[config.mk]
export PLATFORM = sky130hd
export DESIGN_NAME = stride_prefetch
export DESIGN_NICKNAME = d
export VERILOG_FILES = /design/src/rtl/stride_prefetch.sv
export SDC_FILE = /design/constraint.sdc
export NUM_CORES = 2
export LEC_CHECK = 0
export BUFFER_PORTS_ARGS = -buffer_cell sky130_fd_sc_hd__buf_2
export CAP_MARGIN = 15
export CORE_ASPECT_RATIO = 2
export CORE_MARGIN = 8
export CORE_UTILIZATION = 35
export DETAILED_ROUTE_END_ITERATION = 8
export PLACE_DENSITY = 0.5
export SYNTH_ARGS = -nofsm -noshare
export SYNTH_HDL_FRONTEND = slang
export SYNTH_SLANG_ARGS = --single-unit
export TNS_END_PERCENT = 1
[constraint.sdc]
create_clock -name clk -period 11.1 [get_ports clk]
set_input_delay 2.22 -clock clk [delete_from_list [all_inputs] [get_ports clk]]
set_output_delay 2.22 -clock clk [all_outputs]
set_load 0.005 [all_outputs]
[src/rtl/stride_prefetch.sv]
module stride_prefetch #(
  parameter int PC_W   = 32,
  parameter int ADDR_W = 32,
  parameter int IDX_W  = 4
) (
  input  logic              clk,
  input  logic              rst_n,
  input  logic              ld_valid,
  input  logic [PC_W-1:0]   ld_pc,
  input  logic [ADDR_W-1:0] ld_addr,
  output logic              pf_valid,
  output logic [ADDR_W-1:0] pf_addr
);
  localparam int ENTRIES = 1 << IDX_W;
  localparam int TAG_W   = PC_W - IDX_W;

  typedef enum logic [1:0] {ST_INIT, ST_TRANS, ST_STEADY, ST_NOPRED} conf_t;

  logic              ent_vld    [ENTRIES];
  logic [TAG_W-1:0]  ent_tag    [ENTRIES];
  logic [ADDR_W-1:0] ent_prev   [ENTRIES];
  logic [ADDR_W-1:0] ent_stride [ENTRIES];
  conf_t             ent_st     [ENTRIES];

  logic [IDX_W-1:0]  idx;
  logic [TAG_W-1:0]  tag;
  logic              hit, correct, upd;
  conf_t             cur_st, nxt_st;
  logic [ADDR_W-1:0] cur_prev, cur_stride, obs_stride, nxt_stride;

  assign idx        = ld_pc[IDX_W-1:0];
  assign tag        = ld_pc[PC_W-1:IDX_W];
  assign hit        = ent_vld[idx] && (ent_tag[idx] == tag);
  assign cur_st     = ent_st[idx];
  assign cur_prev   = ent_prev[idx];
  assign cur_stride = ent_stride[idx];
  assign correct    = (ld_addr == cur_prev + cur_stride);
  assign obs_stride = ld_addr - cur_prev;

  always_comb begin
    nxt_st = cur_st;
    upd    = 1'b0;
    if (!hit) begin
      nxt_st = ST_INIT;
    end else begin
      unique case (cur_st)
        ST_INIT:   begin nxt_st = correct ? ST_STEADY : ST_TRANS;  upd = !correct; end
        ST_TRANS:  begin nxt_st = correct ? ST_STEADY : ST_NOPRED; upd = !correct; end
        ST_STEADY: begin nxt_st = correct ? ST_STEADY : ST_INIT;   upd = 1'b0;     end
        ST_NOPRED: begin nxt_st = correct ? ST_TRANS  : ST_NOPRED; upd = !correct; end
      endcase
    end
  end

  assign nxt_stride = !hit ? '0 : (upd ? obs_stride : cur_stride);

  always_ff @(posedge clk) begin
    if (!rst_n) begin
      for (int i = 0; i < ENTRIES; i++) ent_vld[i] <= 1'b0;
    end else if (ld_valid) begin
      ent_vld[idx] <= 1'b1;
    end
  end

  always_ff @(posedge clk) begin
    if (ld_valid) begin
      ent_tag[idx]    <= tag;
      ent_prev[idx]   <= ld_addr;
      ent_stride[idx] <= nxt_stride;
      ent_st[idx]     <= nxt_st;
    end
  end

  always_ff @(posedge clk) begin
    if (!rst_n) begin
      pf_valid <= 1'b0;
      pf_addr  <= '0;
    end else begin
      pf_valid <= ld_valid && hit && (nxt_st == ST_STEADY);
      if (ld_valid) pf_addr <= ld_addr + nxt_stride;
    end
  end
endmodule


==> results.yml <==
setup_path:
  cp_slowest_stage_delay_ns: 0.62
  path_buf_inv: 3
  crit_slowest_cell: "or4_1"
  critPathTopFamily: "simple AND/OR/NAND/NOR gates"
  cp.required_ns: 11.76
  critPathArrivalTime_ns: 10.94
  cp-end-kind: "flop"
  path_max_fanout: 35
  criticalPathCategory: "in2reg"
  rr_startpoint: "ent_stride[14][0]"
  startpoint: "ld_pc[0]"
  start_kind: "input pin"
  cp_common_cell: "or4_1"
placed_design:
  gp_congestion: 0.967
  dpl-instance-area_sq_um: 69800
  port_buffers: 99
  dp_hpwl_mm: 107
timing:
  max_freq_mhz: 97.3
  rsz0062_at_grt: "false"
  setup_viol: 0
  min_period_over_period_pct: 92.6
  final-hold-violation-count: 0
  worst_slew_pin_slew_ns: 1.11
  relSlewSlack_pct: 25.8
  fin_crit_ns: 10.28
  clock_skew_ns: 0.0497
  finalMaxSlewViolations: 0
clocking:
  cts.clk_slew.worst_paths_ns: 0.06
  clk_latency_ns: 0.81
  ctsHoldBuffers: 0
  clockRootBuffer: "clkbuf_16"
  ctsLongestPathBuffers: 4
  tritoncts: "done"
  numCtsBuffers: 154
  cts_setup_buffers: 0
  h-tree-depth: 4
  clock_sinks: 1553
  cts_resized: 0
power:
  total_power_uw: 13000
  power.leakage_uw: 0.0249
  peakVddDrop_v: 0.000197
  power_density_nw_per_um2: 174
outcome:
  status: "finished clean"
floorplan:
  core_area_sq_um: 185000
  ios: 100
  die_height_um: 625
  die-area_sq_um: 201000
  start_util_pct: 35.1
  die_x_um: 321
  row_count: 224
synthesis:
  syn_area_sq_um: 65000
  synthCells: 3368
  post_synth.cell_area_avg_sq_um: 19.3
  synthFlopType: "edfxtp_1"
  synth-simple-area-share_pct: 3.50
  synth-compound-area-share_pct: 4.18
  ys_warn_count: 0
  syn_nets: 3531
  synth_async_sr_flop_share_pct: 0
  synth_cell_type_count: 81
  ys_seq_elements: 1553
  synth_edf_count: 1504
  synthAdderAreaFrac_pct: 1.88
  synth_xor_xnor_area_share_pct: 1.51
  ys_seq_area_share_pct: 71.0
  synthMuxAreaShare_pct: 16.5
  synth_top_family_by_area: "multiplexers"
route:
  routedWlPerCell_um: 28.8
  vias_per_cell: 5.41
  first_pass_iters: 6
  vias: 33852
  drc: 0
  ant_nets: 0
  drt-total-wl_mm: 180
  drt_iter0_drc: 2826
grt:
  grt_overflow: 0
  gr-usage-all-layers_pct: 17.7
  grt_max_degree: 116
  grt_pass1_vias: 35238
  grt_first_pass_wirelength_mm: 258
  antenna_found_initial: 20
cells_and_area:
  final_area_sq_um: 74700
  final_cell_mix: "1504 x edfxtp_1, 433 x mux4_2, 162 x buf_4"
  nets: 3821
  fin_util_pct: 40.3
  final_common_cell: "edfxtp_1"
  drive_above_1_share_pct: 26.6
  area_growth_pct: 14.9
run:
  drv_cap: 0
hold_path:
  min_path_type: "reg2reg"
  worstHoldStart: "ent_vld[1]"
## sequential cells by signal, summed over array words and instances, names as in the netlist
register    count
ent_prev      512
ent_tag       448
ent_vld        16
pf_valid        1
pf_addr        32
ent_st         32
ent_stride    512
## worst paths after layout
path | end | slack (ns) | depth (start not counted)
max reg2reg | pf_addr[31] | 2.60 | 30
min | ent_vld[1] | 0.47 | 2
max | pf_addr[31] | 0.82 | 28
min reg2reg | ent_vld[1] | 0.47 | 2
## cell families after synthesis
kind of cell / Yosys count
xor+xnor: 112
simple gates: 455
mux: 527
compound gates: 408
fa+ha+maj: 96
flops: 1553
buf+inv: 217
## cell type report
cell class | count | area [sq um]
Multi-Input combinational cell | 1598 | 18100
Timing Repair Buffer | 285 | 2200
Clock buffer | 191 | 4090
Fill cell | 16582 | 111000
Antenna cell | 7 | 17.5
Sequential cell | 1553 | 46100
Tap cell | 2486 | 3110
Clock inverter | 69 | 797
Inverter | 66 | 248
## cell usage after synthesis (all sizes together), types with 61 or more instances
library cell / count / share of area (%)
o21ai: 89 / 0.69
xnor2: 75 / 1.0
mux4: 433 / 15
nand3: 61 / 0.48
ha: 93 / 1.8
nand2: 82 / 0.47
clkbuf: 73 / 0.43
edfxtp: 1504 / 69
mux2i: 66 / 1.0
a21oi: 93 / 0.72
buf: 78 / 0.64
inv: 65 / 0.38
nor2: 140 / 0.81
## power breakdown
group          switching (uW)  leakage [uW]  internal, uW
Sequential               23.5        0.0144          6490
Combinational             779       0.00812           515
Clock                    2180       0.00239          3000
Total                    2980        0.0249         10000
## worst register-to-register path, delay by kind of cell (launching register included)
kind | cells | cell delay (ns)
compound gates | 13 | 3.77
fa+ha+maj | 3 | 0.77
buf+inv | 3 | 0.41
flops | 1 | 0.36
mux | 3 | 1.43
simple gates | 8 | 1.63
## per-layer routing
metal  vias up  wire length, um  track usage [%]  part of all wire, %
met5         -               88                0                0.049
met4        14             6080             5.70                  3.4
met3       295             9800             3.10                  5.4
met2       905            88300             29.8                   49
met1     18112            75600             23.4                   42
li1      14526                -                -                    -
## metrics by stage
stage | hold WS, ns | setup slack (ns) | cells | setup TNS (ns)
5_1_grt | 0.496 | 0.318 | 6250 | 0
6_report | 0.467 | 0.821 | 6255 | 0
2_1_floorplan | 0.435 | -0.0961 | 3368 | -17.63
3_5_place_dp | 0.461 | 0.133 | 5985 | 0
3_3_place_gp | 0.444 | 0.101 | 5985 | 0
4_1_cts | 0.475 | 0.935 | 6245 | 0
No activity file was read; power rests on OpenSTA's default activity.
